===== src/rtl/rx_pkg.sv =====
package rx_pkg;

  // oversampling ratio of the bit clock
  localparam int OVS = 16;

  typedef enum logic [2:0] {
    ST_IDLE,
    ST_START,
    ST_DATA,
    ST_PAR,
    ST_STOP,
    ST_STOP2
  } rx_state_e;

  // parity mode encodings on par_mode_i
  localparam logic [1:0] PM_EVEN = 2'b01;
  localparam logic [1:0] PM_ODD  = 2'b10;

  function automatic logic par_enabled(input logic [1:0] mode);
    return (mode == PM_EVEN) || (mode == PM_ODD);
  endfunction

endpackage


===== src/rtl/rx_tick_gen.sv =====
module rx_tick_gen #(
  parameter int DIV_W = 8
) (
  input  logic             clk,
  input  logic             rst_n,
  input  logic [DIV_W-1:0] div_i,
  output logic             tick_o
);

  logic [DIV_W-1:0] cnt_q;
  logic [DIV_W-1:0] limit;

  // a divisor of 0 behaves like 1: tick every cycle
  assign limit  = (div_i == '0) ? '0 : div_i - DIV_W'(1);
  assign tick_o = (cnt_q >= limit);

  always_ff @(posedge clk or negedge rst_n) begin
    if (!rst_n)      cnt_q <= '0;
    else if (tick_o) cnt_q <= '0;
    else             cnt_q <= cnt_q + DIV_W'(1);
  end

endmodule


===== src/rtl/rx_frame.sv =====
module rx_frame
  import rx_pkg::*;
#(
  parameter int DATA_W = 8
) (
  input  logic              clk,
  input  logic              rst_n,
  input  logic              tick_i,
  input  logic              rx_i,
  input  logic [1:0]        par_mode_i,
  input  logic              two_stop_i,
  output logic              done_o,
  output logic [DATA_W-1:0] data_o,
  output logic              par_bad_o,
  output logic              frm_bad_o
);

  localparam int CW   = $clog2(OVS);
  localparam int BW   = (DATA_W > 1) ? $clog2(DATA_W) : 1;
  localparam int HALF = OVS / 2;

  rx_state_e         state_q;
  logic [CW-1:0]     cnt_q;
  logic [BW-1:0]     bit_q;
  logic [DATA_W-1:0] shift_q;
  logic              par_q;
  logic              rx_prev_q;

  // named internal events
  logic fall_ev, mid_ev, half_ev, last_bit;
  assign fall_ev  = rx_prev_q & ~rx_i;
  assign mid_ev   = tick_i && (cnt_q == CW'(OVS - 1));
  assign half_ev  = tick_i && (cnt_q == CW'(HALF - 1));
  assign last_bit = (bit_q == BW'(DATA_W - 1));

  // expected parity bit: even mode makes the total count of ones even
  function automatic logic exp_parity(input logic [DATA_W-1:0] d,
                                      input logic [1:0] mode);
    return (mode == PM_ODD) ? ~(^d) : (^d);
  endfunction

  always_ff @(posedge clk or negedge rst_n) begin
    if (!rst_n) begin
      state_q   <= ST_IDLE;
      cnt_q     <= '0;
      bit_q     <= '0;
      shift_q   <= '0;
      par_q     <= 1'b0;
      rx_prev_q <= 1'b1;
      done_o    <= 1'b0;
      data_o    <= '0;
      par_bad_o <= 1'b0;
      frm_bad_o <= 1'b0;
    end else begin
      rx_prev_q <= rx_i;
      done_o    <= 1'b0;
      case (state_q)
        ST_IDLE: begin
          if (fall_ev) begin
            state_q <= ST_START;
            cnt_q   <= '0;
          end
        end
        ST_START: begin
          if (half_ev) begin
            cnt_q   <= '0;
            bit_q   <= '0;
            state_q <= rx_i ? ST_IDLE : ST_DATA;
          end else if (tick_i) begin
            cnt_q <= cnt_q + CW'(1);
          end
        end
        ST_DATA: begin
          if (mid_ev) begin
            shift_q <= {rx_i, shift_q[DATA_W-1:1]};
            cnt_q   <= '0;
            if (last_bit) state_q <= par_enabled(par_mode_i) ? ST_PAR : ST_STOP;
            else          bit_q   <= bit_q + BW'(1);
          end else if (tick_i) begin
            cnt_q <= cnt_q + CW'(1);
          end
        end
        ST_PAR: begin
          if (mid_ev) begin
            par_q   <= rx_i;
            cnt_q   <= '0;
            state_q <= ST_STOP;
          end else if (tick_i) begin
            cnt_q <= cnt_q + CW'(1);
          end
        end
        ST_STOP: begin
          if (mid_ev) begin
            done_o    <= 1'b1;
            data_o    <= shift_q;
            frm_bad_o <= ~rx_i;
            par_bad_o <= par_enabled(par_mode_i) &&
                         (par_q != exp_parity(shift_q, par_mode_i));
            cnt_q     <= '0;
            state_q   <= two_stop_i ? ST_STOP2 : ST_IDLE;
          end else if (tick_i) begin
            cnt_q <= cnt_q + CW'(1);
          end
        end
        ST_STOP2: begin
          // second stop bit is timed but never checked
          if (mid_ev) begin
            cnt_q   <= '0;
            state_q <= ST_IDLE;
          end else if (tick_i) begin
            cnt_q <= cnt_q + CW'(1);
          end
        end
        default: state_q <= ST_IDLE;
      endcase
    end
  end

  // a start bit seen high again at mid-bit goes back to idle with no character
  p_start_glitch_r3: assert property (@(posedge clk) disable iff (!rst_n)
    (state_q == ST_START && half_ev && rx_i) |=> (state_q == ST_IDLE && !done_o));

  // completion happens only as the first stop bit is sampled
  p_done_at_stop_r5: assert property (@(posedge clk) disable iff (!rst_n)
    done_o |-> (state_q == ST_IDLE || state_q == ST_STOP2));

  // parity is never reported bad when parity is disabled
  p_no_par_when_off_r4: assert property (@(posedge clk) disable iff (!rst_n)
    (mid_ev && state_q == ST_STOP && !par_enabled(par_mode_i)) |=> !par_bad_o);

endmodule


===== src/rtl/rx_buf.sv =====
module rx_buf #(
  parameter int DATA_W = 8,
  parameter int DEPTH  = 2
) (
  input  logic              clk,
  input  logic              rst_n,
  input  logic              push_req_i,
  input  logic [DATA_W-1:0] data_i,
  input  logic              rd_i,
  output logic [DATA_W-1:0] rd_data_o,
  output logic              one_o,
  output logic              full_o,
  output logic              ovr_o
);

  localparam int PW    = (DEPTH > 1) ? $clog2(DEPTH) : 1;
  localparam int CNT_W = $clog2(DEPTH + 1);

  logic [DATA_W-1:0] mem_q [DEPTH];
  logic [PW-1:0]     wr_q, rd_q;
  logic [CNT_W-1:0]  count_q;

  // named internal events
  logic pop, push;
  assign full_o = (count_q == CNT_W'(DEPTH));
  assign one_o  = (count_q != '0);
  assign pop    = rd_i && one_o;
  assign push   = push_req_i && (!full_o || pop);
  assign ovr_o  = push_req_i && full_o && !pop;

  function automatic logic [PW-1:0] ptr_next(input logic [PW-1:0] p);
    return (p == PW'(DEPTH - 1)) ? '0 : p + PW'(1);
  endfunction

  assign rd_data_o = mem_q[rd_q];

  always_ff @(posedge clk or negedge rst_n) begin
    if (!rst_n) begin
      wr_q    <= '0;
      rd_q    <= '0;
      count_q <= '0;
    end else begin
      if (push) wr_q <= ptr_next(wr_q);
      if (pop)  rd_q <= ptr_next(rd_q);
      if (push && !pop)      count_q <= count_q + CNT_W'(1);
      else if (pop && !push) count_q <= count_q - CNT_W'(1);
    end
  end

  always_ff @(posedge clk) begin
    if (push) mem_q[wr_q] <= data_i;
  end

  // occupancy never exceeds the depth
  p_no_overflow_r9: assert property (@(posedge clk) disable iff (!rst_n)
    count_q <= CNT_W'(DEPTH));

  // a dropped character leaves the buffer full and untouched
  p_ovr_keeps_r9: assert property (@(posedge clk) disable iff (!rst_n)
    ovr_o |=> (full_o && $stable(rd_q)));

  // a push and a pop together on a full buffer keep it full
  p_simul_full_r10: assert property (@(posedge clk) disable iff (!rst_n)
    (push_req_i && rd_i && full_o) |=> full_o);

  // a lone pop lowers occupancy by one
  p_pop_count_r7: assert property (@(posedge clk) disable iff (!rst_n)
    (pop && !push_req_i) |=> (count_q == $past(count_q) - CNT_W'(1)));

  // full implies non-empty
  p_flags_r6: assert property (@(posedge clk) disable iff (!rst_n)
    full_o |-> one_o);

endmodule


===== src/rtl/uart_rx_dual.sv =====
module uart_rx_dual #(
  parameter int DATA_W = 8,
  parameter int DEPTH  = 2,
  parameter int DIV_W  = 8
) (
  input  logic              clk,
  input  logic              rst_n,
  input  logic              rx_i,
  input  logic [DIV_W-1:0]  baud_div_i,
  input  logic [1:0]        par_mode_i,
  input  logic              two_stop_i,
  input  logic              rd_i,
  input  logic [2:0]        err_clr_i,
  output logic [DATA_W-1:0] rd_data_o,
  output logic              one_rdy_o,
  output logic              two_rdy_o,
  output logic              par_err_o,
  output logic              frm_err_o,
  output logic              ovr_err_o
);

  logic [1:0]        sync_q;
  logic              rx_s, tick;
  logic              done_ev, par_bad, frm_bad, ovr_ev;
  logic [DATA_W-1:0] char_data;

  // two-stage synchronizer, idles high
  always_ff @(posedge clk or negedge rst_n) begin
    if (!rst_n) sync_q <= 2'b11;
    else        sync_q <= {sync_q[0], rx_i};
  end
  assign rx_s = sync_q[1];

  rx_tick_gen #(.DIV_W(DIV_W)) u_tick (
    .clk    (clk),
    .rst_n  (rst_n),
    .div_i  (baud_div_i),
    .tick_o (tick)
  );

  rx_frame #(.DATA_W(DATA_W)) u_frame (
    .clk        (clk),
    .rst_n      (rst_n),
    .tick_i     (tick),
    .rx_i       (rx_s),
    .par_mode_i (par_mode_i),
    .two_stop_i (two_stop_i),
    .done_o     (done_ev),
    .data_o     (char_data),
    .par_bad_o  (par_bad),
    .frm_bad_o  (frm_bad)
  );

  rx_buf #(.DATA_W(DATA_W), .DEPTH(DEPTH)) u_buf (
    .clk        (clk),
    .rst_n      (rst_n),
    .push_req_i (done_ev),
    .data_i     (char_data),
    .rd_i       (rd_i),
    .rd_data_o  (rd_data_o),
    .one_o      (one_rdy_o),
    .full_o     (two_rdy_o),
    .ovr_o      (ovr_ev)
  );

  // sticky flags: a new error wins over a clear in the same cycle
  always_ff @(posedge clk or negedge rst_n) begin
    if (!rst_n) begin
      par_err_o <= 1'b0;
      frm_err_o <= 1'b0;
      ovr_err_o <= 1'b0;
    end else begin
      par_err_o <= (par_err_o & ~err_clr_i[0]) | (done_ev & par_bad);
      frm_err_o <= (frm_err_o & ~err_clr_i[1]) | (done_ev & frm_bad);
      ovr_err_o <= (ovr_err_o & ~err_clr_i[2]) | ovr_ev;
    end
  end

  // a set flag holds while its clear bit is low
  p_sticky_par_r11: assert property (@(posedge clk) disable iff (!rst_n)
    (par_err_o && !err_clr_i[0]) |=> par_err_o);

  p_sticky_ovr_r11: assert property (@(posedge clk) disable iff (!rst_n)
    (ovr_err_o && !err_clr_i[2]) |=> ovr_err_o);

  // clearing framing with no new framing error empties the flag
  p_clear_frm_r11: assert property (@(posedge clk) disable iff (!rst_n)
    (err_clr_i[1] && !(done_ev && frm_bad)) |=> !frm_err_o);

  // overrun rises only with a completion
  p_ovr_cause_r9: assert property (@(posedge clk) disable iff (!rst_n)
    $rose(ovr_err_o) |-> $past(done_ev));

endmodule


===== config.mk =====
export PLATFORM = sky130hd
export DESIGN_NAME = uart_rx_dual
export DESIGN_NICKNAME = d
export VERILOG_FILES = /design/src/rtl/rx_pkg.sv /design/src/rtl/rx_tick_gen.sv /design/src/rtl/rx_frame.sv /design/src/rtl/rx_buf.sv /design/src/rtl/uart_rx_dual.sv
export SDC_FILE = /design/constraint.sdc
export NUM_CORES = 1
export LEC_CHECK = 0
export BUFFER_PORTS_ARGS = -buffer_cell sky130_fd_sc_hd__buf_2
export CORE_UTILIZATION = 40
export DETAILED_ROUTE_END_ITERATION = 8
export PLACE_DENSITY = 0.61
export SLEW_MARGIN = 0
export SYNTH_ARGS = -nofsm -noshare
export SYNTH_HDL_FRONTEND = slang
export SYNTH_SLANG_ARGS = --single-unit

===== constraint.sdc =====
create_clock -name clk -period 7.1 [get_ports clk]
set_input_delay 1.42 -clock clk [delete_from_list [all_inputs] [get_ports clk]]
set_output_delay 1.42 -clock clk [all_outputs]
set_load 0.01 [all_outputs]

==> impl_metrics.json, run 1 <==
{
  "status": "finished, final reports clean",
  "antenna_found_initial": 0,
  "gr-total-overflow": 0,
  "numCtsBuffers": 9,
  "p_leak_nw": 1.69,
  "synth_largest_area_cell": "dfrtp_1",
  "cp_max_fo": 13,
  "cts_hold_buf": 0,
  "fillers": 733,
  "min_path_cells": 0,
  "seq_area_frac_synth": 0.527,
  "antenna_cells": 0,
  "grt_use_total": 0.143,
  "die_y_um": 91.4,
  "fin_crit_sh": 0.633,
  "dpl.hpwl_mm": 3.84,
  "ys_async_sr_fraction": 0.750,
  "initial_core_util": 0.414,
  "cp_top_family": "simple AND/OR/NAND/NOR gates",
  "drive_gt1_frac": 0.256,
  "synth_area_leaders": "dfrtp_1 35%, edfxtp_1 15%, mux2_2 6.7%",
  "die_w_um": 91.4,
  "yosys-top-cells-count": "45 x dfrtp_1, 20 x nand2_1, 19 x mux2_2",
  "postPlaceCellArea_sq_mm": 0.00345,
  "arrival_ps": 4730,
  "vdd_ir_drop_max_mv": 0.108,
  "synth_edf_count": 16,
  "grt_max_degree": 49,
  "area_delta_synth_final_pct": 14.8,
  "wirelength_mm": 5.31,
  "hold_violations": 0,
  "setup_tns_ps": 0,
  "numPortBuffers": 30,
  "post-route-min-period_ps": 4500,
  "syn_inst": 273,
  "p_total_mw": 1.06,
  "avgSynthCellArea_sq_um": 11.7,
  "hold_slack_ps": 357,
  "criticalPathCategory": "input port to flop",
  "cts_max_level": 3,
  "avgRoutedWirePerCell_um": 12.8,
  "ys.flop_type": "dfrtp_1",
  "fin_nets": 341,
  "clk_pin_slew_ps": 80,
  "finClkSkew_ps": 10.7,
  "ctsResizeCount": 0,
  "die_area_sq_mm": 0.00835,
  "cts_root_buf": "clkbuf_8",
  "yosys_warnings": 0,
  "post-route-util": 0.475,
  "rsz0062_at_grt": "no",
  "grt_pass1_wl_mm": 9.18,
  "min_to": "sync_q[1]$_DFF_PN1_",
  "cts_tree": "done",
  "hold_path_class": "flop to flop",
  "synth_seq_cells": 64,
  "relSlewSlack": 0.565,
  "min_from": "sync_q[0]$_DFF_PN1_",
  "critPathMaxStageDelay_ps": 540,
  "postCtsSetupBuffers": 0,
  "drc": 0,
  "powerDensity_mw_per_mm2": 290,
  "synth.most_common_cell": "dfrtp_1",
  "slowest_stage": "a2111oi_0",
  "reg2reg_to": "u_frame.data_o[6]$_DFFE_PN0P_",
  "synth_cell_types": 45,
  "grt_pass1_vias": 2045,
  "syn_area_sq_mm": 0.00320,
  "startpoint": "baud_div_i[2]",
  "path_buf_inv": 1,
  "viasPerCell": 5.03,
  "gp_congestion": 0.873,
  "fmax_mhz": 222,
  "drtIter0Drc": 61,
  "setup_viol": 0,
  "num_io_pins": 31,
  "clock_latency_ps": 340,
  "cts_buffer_depth": 2,
  "crit_chain": "buf_2, nor3_1, nand2_1, nor3_1, nand2b_1, and2_1, ha_1, nand2b_1, a2111oi_0, o31a_1, or4_4, mux2_2",
  "syn_nets": 306,
  "cp-end-kind": "flop",
  "final_area_sq_mm": 0.00367,
  "drt_first_pass_iters": 4,
  "worst_slew_pin_slew_ps": 650,
  "ant_nets": 0,
  "rr_worst_depth": 7,
  "rows": 32,
  "r2r_start": "u_tick.cnt_q[0]$_DFF_PN0_",
  "startpoint_type": "input port",
  "rrSetupSlack_ps": 4340,
  "cap_violations": 0,
  "critPathRequiredTime_ps": 7330,
  "slew_violations": 0,
  "coreArea_sq_mm": 0.00773,
  "cts_sinks": 64,
  "vias": 2086,
  "synth.top_cell.area_share": 0.352
}
placed cells by master, fill, tap and decap left out, types with 3 or more instances in the layout:
master | netlist | layout
nand2_1 | 20 | 20
or3_1 | 3 | 3
xor2_1 | 11 | 11
a21oi_1 | 11 | 11
nor3_1 | 8 | 8
inv_1 | 13 | 13
dfrtp_1 | 45 | 45
nand3_1 | 8 | 8
dfstp_2 | 3 | 3
o21a_1 | 3 | 3
o21ai_0 | 10 | 10
nor2b_1 | 3 | 3
buf_2 | 1 | 30
nand4_1 | 3 | 3
edfxtp_1 | 16 | 16
clkbuf_8 | 0 | 9
nand2b_1 | 10 | 10
mux2_2 | 19 | 19
and2_1 | 3 | 3
mux2_4 | 7 | 7
nor2_1 | 15 | 15
ha_1 | 15 | 15
xnor2_1 | 11 | 11
kinds of logic after synthesis:
kind of cell	share of synthesized area
AOI/OAI and AO/OA	0.0826
xor gates and xnor gates	0.0673
adders and majority gates	0.0587
buffers and inverters	0.0274
DFF	0.527
muxes	0.110
and+or+nand+nor	0.127
cell type report:
class,instances,area (sq um),share of cell area
multi-input combinational,188,1420,0.388
clock buffer,9,124,0.0337
inverter,13,48.8,0.0133
tap,102,128,0.0348
timing repair buffer,32,165,0.0450
sequential,64,1690,0.459
clock inverter,7,96.3,0.0262
registers in the layout, summed over array words and instances (netlist names):
register,flops
u_frame.bit_q,3
ovr_err_o,1
par_err_o,1
u_frame.data_o,8
frm_err_o,1
u_tick.cnt_q,8
u_frame.cnt_q,4
sync_q,2
u_frame.rx_prev_q,1
u_frame.frm_bad_o,1
u_frame.par_q,1
u_frame.state_q,3
u_frame.par_bad_o,1
u_buf.count_q,2
u_buf.mem_q,16
u_buf.wr_q,1
u_frame.done_o,1
u_frame.shift_q,8
u_buf.rd_q,1
power breakdown:
group / internal (mW) / switching (mW) / total (mW) / leakage (nW)
clock: 0.197 / 0.144 / 0.341 / 0.103
sequential: 0.415 / 0.0547 / 0.470 / 0.780
combinational: 0.129 / 0.124 / 0.254 / 0.807
layer usage:
metal  wire length (um)  track usage  vias to the layer above
met4                119       0.0833                        0
met1               2440        0.168                     1005
li1                   -            -                     1043
met5                  0            0                        -
met3                142       0.0410                       11
met2               2610        0.234                       27
through the flow:
stage / worst slack [ps] / std cells
2_1_floorplan: 2900 / 273
3_3_place_gp: 2420 / 399
3_5_place_dp: 2270 / 399
4_1_cts: 2600 / 415
5_1_grt: 2110 / 415
6_report: 2600 / 415
how the worst max path moves through the flow:
stage	end	cells past startpoint
finish	u_frame.data_o[6]$_DFFE_PN0P_	12
CTS	u_frame.data_o[6]$_DFFE_PN0P_	12
detailed placement	u_frame.data_o[6]$_DFFE_PN0P_	12
floorplan	u_frame.data_o[5]$_DFFE_PN0P_	12
global placement	u_frame.data_o[6]$_DFFE_PN0P_	12
global route	u_frame.data_o[6]$_DFFE_PN0P_	12
Note: power is estimated with default switching activity, not from simulation.
==> inputs of run 2 (changes only) <==
- clock period: 7.1 -> 4.31 ns (I/O delays scaled with it)
==> run 2 against run 1 <==
First-iteration DRC count increased by 39%. Non-clock buffer count increased by 2. Power is 73% higher. Cell count grew 0.48%. Utilization is 0.62 points higher. Sequential share of layout area shrank 0.59 points. Sequential cell count unchanged. Critical endpoint unchanged. Highest routed layer unchanged.
==> impl_metrics.json, run 2 (same netlist as run 1, synthesis figures left out) <==
{
  "finClkSkew_ps": 5.92,
  "worst_slew_pin_slew_ps": 633,
  "startpoint_type": "input port",
  "crit_chain": "buf_2, nor3_1, nand2_1, nor3_1, nand2b_1, and2_1, ha_1, nand2b_1, a2111oi_0, o31a_1, or4_4, mux2_2",
  "ant_nets": 0,
  "grt_max_degree": 43,
  "drt_first_pass_iters": 4,
  "initial_core_util": 0.414,
  "final_area_sq_mm": 0.00372,
  "cts_buffer_depth": 2,
  "setup_viol": 0,
  "cap_violations": 0,
  "numCtsBuffers": 9,
  "antenna_found_initial": 0,
  "drtIter0Drc": 85,
  "cts_hold_buf": 0,
  "gr-total-overflow": 0,
  "criticalPathCategory": "input port to flop",
  "arrival_ps": 3970,
  "antenna_cells": 0,
  "area_delta_synth_final_pct": 16.3,
  "status": "finished, final reports clean",
  "p_leak_nw": 1.72,
  "rows": 32,
  "hold_violations": 0,
  "fin_nets": 343,
  "fmax_mhz": 267,
  "drive_gt1_frac": 0.263,
  "die_w_um": 91.4,
  "relSlewSlack": 0.576,
  "vias": 2091,
  "postPlaceCellArea_sq_mm": 0.00347,
  "rsz0062_at_grt": "no",
  "coreArea_sq_mm": 0.00773,
  "dpl.hpwl_mm": 3.88,
  "drc": 0,
  "ctsResizeCount": 0,
  "fin_crit_sh": 0.869,
  "critPathRequiredTime_ps": 4540,
  "cts_sinks": 64,
  "viasPerCell": 5.01,
  "clk_pin_slew_ps": 70,
  "critPathMaxStageDelay_ps": 530,
  "post-route-util": 0.481,
  "cp_max_fo": 11,
  "die_y_um": 91.4,
  "numPortBuffers": 30,
  "clock_latency_ps": 340,
  "postCtsSetupBuffers": 0,
  "grt_pass1_wl_mm": 9.38,
  "slowest_stage": "a2111oi_0",
  "setup_tns_ps": 0,
  "layout_common_cells": "45 x dfrtp_1, 30 x buf_2, 20 x nand2_1",
  "p_total_mw": 1.84,
  "powerDensity_mw_per_mm2": 496,
  "slew_violations": 0,
  "num_io_pins": 31,
  "grt_use_total": 0.144,
  "fin_cells": 417,
  "cts_tree": "done",
  "placed_cells": 401,
  "wirelength_mm": 5.30,
  "cts_max_level": 3,
  "grt_pass1_vias": 2054,
  "avgRoutedWirePerCell_um": 12.7,
  "cts_root_buf": "clkbuf_8",
  "die_area_sq_mm": 0.00835,
  "hold_path_class": "input port to asynchronous set/reset pin",
  "largest-register": "u_buf.mem_q",
  "gp_congestion": 0.839,
  "largest_register_ffs": 16,
  "post-route-min-period_ps": 3740,
  "vdd_ir_drop_max_mv": 0.379,
  "cp-end-kind": "flop",
  "layout_commonest_cell": "dfrtp_1"
}
==> run 2: cell count changes in the layout (fill, tap and decap cells not counted) <==
cell / previous run / this run
inv_6: 0 / 1
buf_4: 2 / 4
clkinvlp_4: 2 / 1
bufinv_16: 2 / 3
clkinv_4: 2 / 1
clkinv_1: 1 / 0
clkbuf_8: 9 / 10
==> run 2: final timing paths <==
path                                           startpoint                       endpoint  slack (ps)  cells past startpoint
worst max-delay path                        baud_div_i[2]  u_frame.data_o[6]$_DFFE_PN0P_         570                     12
min in group clk                      sync_q[0]$_DFF_PN1_            sync_q[1]$_DFF_PN1_         360                      0
worst min register to register        sync_q[0]$_DFF_PN1_            sync_q[1]$_DFF_PN1_         360                      0
worst min-delay path                                rst_n         u_buf.rd_q$_DFFE_PN0P_         330                      1
max in group asynchronous                           rst_n            sync_q[1]$_DFF_PN1_        3230                      2
worst max register to register  u_tick.cnt_q[0]$_DFF_PN0_  u_frame.data_o[6]$_DFFE_PN0P_        1740                      7
==> run 2: per-layer routing <==
layer,vias up,GRT usage,part of all wire
met2,35,0.233,0.48
met4,0,0.0516,0.014
met1,998,0.181,0.47
li1,1048,-,-
met3,10,0.0427,0.032
met5,-,0,0
==> run 2: final cells by class <==
cell class                      count  area (sq um)
Timing Repair Buffer               34           180
Sequential cell                    64          1690
Clock buffer                       10           138
Tap cell                          102           128
Multi-Input combinational cell    188          1420
Clock inverter                      6           115
Inverter                           13          48.8
Fill cell                         701          4010
==> run 2: critical path: cells and delay by family <==
family                   cells  cell delay [ps]
AND/OR/NAND/NOR              7             1480
AO/OA/AOI/OAI                2              880
multiplexers                 1              360
adder cells (fa/ha/maj)      1              250
buffers and inverters        1              120
==> run 2: stage by stage <==
stage | hold WS [ps] | setup WS [ps]
6_report | 335 | 565
5_1_grt | 326 | 307
4_1_cts | 320 | 602
3_5_place_dp | 349 | 255
3_3_place_gp | 346 | 364
2_1_floorplan | 345 | 664
==> run 2: report_power, final <==
group	internal [mW]	switching, mW	leakage, nW
clock network	0.403	0.234	0.123
registers	0.684	0.0925	0.780
logic	0.218	0.211	0.815
